<file path="config.mk">
export PLATFORM = sky130hd
export DESIGN_NAME = llsc_reservation
export DESIGN_NICKNAME = d
export VERILOG_FILES = /design/src/rtl/llsc_reservation.sv
export SDC_FILE = /design/constraint.sdc
export NUM_CORES = 1
export LEC_CHECK = 0
export CAP_MARGIN = 5
export CORE_MARGIN = 3
export CORE_UTILIZATION = 45
export DETAILED_ROUTE_END_ITERATION = 12
export DONT_BUFFER_PORTS = 1
export SETUP_SLACK_MARGIN = 0.15
export SYNTH_ARGS = -nofsm -noshare
export SYNTH_HDL_FRONTEND = slang
export SYNTH_SLANG_ARGS = --single-unit
</file>
<file path="constraint.sdc">
create_clock -name clk -period 3.05 [get_ports clk]
set_input_delay 0.1525 -clock clk [delete_from_list [all_inputs] [get_ports clk]]
set_output_delay 0.1525 -clock clk [all_outputs]
set_load 0.01 [all_outputs]
</file>
<file path="src/rtl/llsc_reservation.sv">
module llsc_reservation #(
  parameter int ADDR_W = 40
) (
  input  logic              clk,
  input  logic              rst_n,
  input  logic              ll_req,
  input  logic              sc_req,
  input  logic              acc_quad,
  input  logic [ADDR_W-1:0] acc_addr,
  input  logic [63:0]       sc_data,
  input  logic              snoop_wr,
  input  logic [ADDR_W-4:0] snoop_qaddr,
  input  logic              intr_evt,
  input  logic              exc_evt,
  output logic              mem_rd,
  output logic              mem_wr,
  output logic [ADDR_W-1:0] mem_addr,
  output logic [7:0]        mem_be,
  output logic [63:0]       mem_wdata,
  output logic              sc_done,
  output logic [63:0]       sc_result
);
  localparam int QW = ADDR_W - 3;

  logic          lock_q;
  logic [QW-1:0] lock_qw_q;
  logic          pass_q;

  wire [QW-1:0] acc_qw   = acc_addr[ADDR_W-1:3];
  wire          trap     = intr_evt | exc_evt;
  wire          ll_go    = ll_req & ~sc_req;
  wire          kill     = trap | (snoop_wr & (snoop_qaddr == lock_qw_q));
  wire          ll_kill  = trap | (snoop_wr & (snoop_qaddr == acc_qw));
  wire          sc_ok    = sc_req & lock_q & ~kill & (acc_qw == lock_qw_q);
  wire [7:0]    be_next  = acc_quad ? 8'hFF : (acc_addr[2] ? 8'hF0 : 8'h0F);
  wire [63:0]   dat_next = acc_quad ? sc_data : {2{sc_data[31:0]}};

  always_ff @(posedge clk) begin
    if (!rst_n) begin
      lock_q    <= 1'b0;
      lock_qw_q <= '0;
    end else if (ll_go) begin
      lock_q    <= ~ll_kill;
      lock_qw_q <= acc_qw;
    end else if (sc_req | kill) begin
      lock_q    <= 1'b0;
    end
  end

  always_ff @(posedge clk) begin
    if (!rst_n) begin
      mem_rd    <= 1'b0;
      mem_wr    <= 1'b0;
      mem_addr  <= '0;
      mem_be    <= '0;
      mem_wdata <= '0;
      sc_done   <= 1'b0;
      pass_q    <= 1'b0;
    end else begin
      mem_rd    <= ll_go;
      mem_wr    <= sc_ok;
      mem_addr  <= acc_addr;
      mem_be    <= be_next;
      mem_wdata <= dat_next;
      sc_done   <= sc_req;
      pass_q    <= sc_ok;
    end
  end

  assign sc_result = {63'd0, pass_q};

  AST_SC_DROPS_LOCK: assert property (@(posedge clk) disable iff (!rst_n)
    sc_req |=> !lock_q);
  AST_TRAP_DROPS_LOCK: assert property (@(posedge clk) disable iff (!rst_n)
    trap |=> !lock_q);
  AST_WR_NEEDS_LOCK: assert property (@(posedge clk) disable iff (!rst_n)
    mem_wr |-> $past(lock_q));
  AST_WR_ONLY_ON_SC: assert property (@(posedge clk) disable iff (!rst_n)
    mem_wr |-> sc_done);
  AST_TRAP_FAILS_SC: assert property (@(posedge clk) disable iff (!rst_n)
    (sc_req && trap) |=> (sc_done && !mem_wr));
  AST_RD_WR_EXCL: assert property (@(posedge clk) disable iff (!rst_n)
    !(mem_rd && mem_wr));
  AST_BE_WIDTH: assert property (@(posedge clk) disable iff (!rst_n)
    mem_wr |-> ($countones(mem_be) >= 4));
endmodule

</file>
==> summary.md <==
| Metric | Value |
|---|---|
| Most common cell after layout, fill and taps aside | `dfxtp_1` |
| Area post-placement | `6357 sq um` |
| Post-DP HPWL | `between 10,000 and 15,000 um` |
| CP max stage delay | `0.60 ns` |
| CP bufs+invs | `1` |
| CP top delay family | `buffers and inverters` |
| Largest net degree at the start of global routing | `approximately 130` |
| CP endpoint kind | `flip-flop` |
| CP required | `3.36 ns` |
| Global route overflow | `0` |
| Post-CTS Setup Inserts | `0` |
| Seq pwr share | `a little under half` |
| Area of the core | `between 10,000 and 15,000 sq um` |
| Final Non-Filler Cells | `~980` |
| Post-synthesis sequential area ratio | `around 45%` |
| DIE AREA | `between 15,000 and 20,000 sq um` |
| Clock group share of total power | `a little over two fifths` |
| Port Buf Inserts | `0` |
| Share of cells above drive strength 1 | `under 10%` |
| Type of origin of the critical path | `flip-flop` |
| Critical Path AT | `approximately 2.4 ns` |
| Mean Syn Cell Area | `9.622 sq um` |
| CTS root buffer | `clkbuf_16` |
| Post-synth EDFFs | `0` |
| Synth top area share | `a little under half` |
| TritonCTS buffer count | `17` |
| RSZ-0062 raised after global routing | `no` |
| Power consumption | `about 4.7 mW` |
| Final slew viol count | `0` |
| Switch share | `between 20% and 30%` |
| Fillers | `approximately 1,100` |
| P per Cell Area | `approximately 570 nW/um^2` |
| Cell count after synthesis | `between 600 and 700` |
| Chip width | `126.4 um` |
| Worst Hold Class | `input pin to flip-flop` |
| Syn. warnings | `0` |
| Die height | `126.4 um` |
| Maximum clock path buffer count | `2` |
| Hold bufs inserted after CTS | `between 100 and 150` |
| GR Util All Layers | `approximately 24%` |
| # resized after CTS | `0` |
| Final Cell Area | `roughly 8200 sq um` |
| Initial Util | `between 40% and 50%` |
| Max Cap Viol | `0` |
| Cell Chain, Critical Path | `xor2_1, nor4_1, nand4_1, o311ai_0, dlygate4sd3_1, nor3_1` |
| # diodes | `0` |
| Crit Path Class | `flip-flop to flip-flop` |
| Outcome | `finished clean` |
| Register bit total from synthesis | `about 150` |
| Clock slew at reported path FFs | `approximately 0.070 ns` |
| Skew final | `~0.0075 ns` |
| Initial antenna violation count | `0` |
| Crit path launch | `lock_qw_q[29]` |
| Worst R2R Setup Slack | `0.94 ns` |
| Comb power frac | `a little under an eighth` |
| Antenna Nets Post-Route | `0` |
| Critical path's slowest cell | `dlygate4sd3_1` |
| 1st-iter DRT viols | `roughly 370` |
| Int Pwr | `between 3 and 4 mW` |
| CTS H-tree depth | `4` |
| Vias | `5,000` |
| Ys async rst share | `0%` |
| Post-synthesis cell area | `about 6500 sq um` |
| Global-route wire length before repair | `~30,000 um` |
| Rel. slew slack | `~44%` |
| Psw | `1.277 mW` |
| Clk sink count | `about 150` |
| Final hold vios | `0` |
| Area occupied by multi-input gates | `between 3000 and 4000 sq um` |
| Dpl cells | `slightly above 800` |
| Period utilisation layout | `a little under 70%` |
| Post-layout nets | `~940` |
| Setup TNS | `0 ns` |
| Leading area contributor after synthesis | `dfxtp_1` |
| Final RePlAce weighted congestion | `just over 0.9` |
| Final critical-path required period | `~2.1 ns` |
| Worst r2r src | `lock_qw_q[29]` |
| IO Pins | `328` |
| Worst hold start | `snoop_wr` |
| Primary FF master, synth | `dfxtp_1` |
| Crit path max fanout | `3` |
| TritonCTS clock tree | `yes` |
| Post-route DRC violation count | `0` |
| Post-DR vias/cell | `a little over 5` |
| Post-DR wirelength/cell | `between 20 and 25 um` |
| Peak supply drop | `362.0 uV` |
| Drt total wl | `20,230 um` |
| Pleak | `~3.4 nW` |
| Area contributors post-synth | `dfxtp_1 45%, xor2_1 11%, buf_4 8.1%` |
| Slew @ Worst Pin | `approximately 0.83 ns` |
| Max Fclk | `473.2 MHz` |
| Worst skew pair latency | `around 0.42 ns` |
| Drt pass-1 iters | `5` |
| Netlist cell types | `35` |
| Final setup vio count | `0` |
| Most frequent cells in the layout | `147 x dfxtp_1, 122 x dlygate4sd3_1, 82 x xor2_1` |
| Area Overhead vs Synth | `25.47%` |
| Vias in the first global route | `between 4,000 and 5,000` |
| Row Count | `43` |
| Sequential Area | `about 2900 sq um` |
==> worst min-delay path, stage by stage <==
cell	delay [ns]
nand3b_1	0.06
o311ai_0	0.13
o21ai_1	0.08
==> flip-flops by register name (all words and copies together) (netlist names) <==
name       count
pass_q         1
mem_be         2
sc_done        1
lock_q         1
mem_rd         1
mem_addr      40
mem_wdata     64
lock_qw_q     37
==> per-stage QoR <==
| stage | hold WS, ns | util [%] | setup WS (ns) |
|---|---|---|---|
| 4_1_cts | 0.01003 | 58.29 | 0.9508 |
| 3_5_place_dp | 0.2681 | 45.27 | 1.419 |
| 5_1_grt | 0.05920 | 58.29 | 0.7904 |
| 2_1_floorplan | 0.2612 | - | 1.666 |
| 6_report | 0.02766 | 58.29 | 0.9368 |
| 3_3_place_gp | 0.2651 | 45.27 | 1.480 |
==> area by class of cell <==
class | instances | area share (%)
clock buffer | 19 | 5.411
clock inverter | 13 | 1.422
inverter | 7 | 0.3210
multi-input combinational | 488 | 38.55
sequential | 147 | 35.95
tap | 180 | 2.751
timing repair buffer | 125 | 15.59
==> synth_stat cells, types with 2 or more instances <==
library cell  number
nand2b_1           3
buf_4             70
nor4_1            30
nand4_1           12
inv_1              7
mux2i_1           32
and2_1            73
dfxtp_1          147
nor2b_1           35
clkbuf_1          19
xor2_1            82
buf_1              4
xnor2_1           21
o22ai_1            2
a21boi_0          38
or2b_1             2
nor3b_1            2
buf_2              5
o311ai_0           2
nand2_1           77
==> metal layers <==
| layer | up-vias | GRT usage [%] | part of all wire [%] |
|---|---|---|---|
| li1 | 2308 | - | - |
| met1 | 2364 | 28.50 | 38 |
| met2 | 300 | 41.47 | 50 |
| met3 | 28 | 7.747 | 10 |
| met4 | 0 | 10.09 | 2.2 |
| met5 | - | 0 | 0 |
==> path summary, 6_finish.rpt <==
check / cells after the start / to
max: 6 / pass_q
min: 3 / lock_q
max reg2reg: 6 / pass_q
min reg2reg: 2 / lock_qw_q[24]
==> power by group through the flow <==
stage,combinational (mW),sequential (mW),clock (mW)
after floorplan,0.364,2.15,0
after global placement,0.326,2.18,0
after detailed placement,0.331,2.18,0
after CTS,0.515,2.14,2.02
after global routing,0.570,2.14,2.09
final,0.527,2.13,2.00
==> kinds of logic after synthesis <==
| logic type | Yosys count | share of synthesized area (%) |
|---|---|---|
| and+or+nand+nor | 243 | 20.46 |
| DFF | 147 | 45.11 |
| buffers and inverters | 105 | 10.16 |
| xor gates and xnor gates | 103 | 13.83 |
| AOI/OAI and AO/OA | 47 | 5.466 |
| muxes | 32 | 4.910 |
| other | 1 | 0.05748 |
Note: power is estimated with default switching activity, not from simulation.
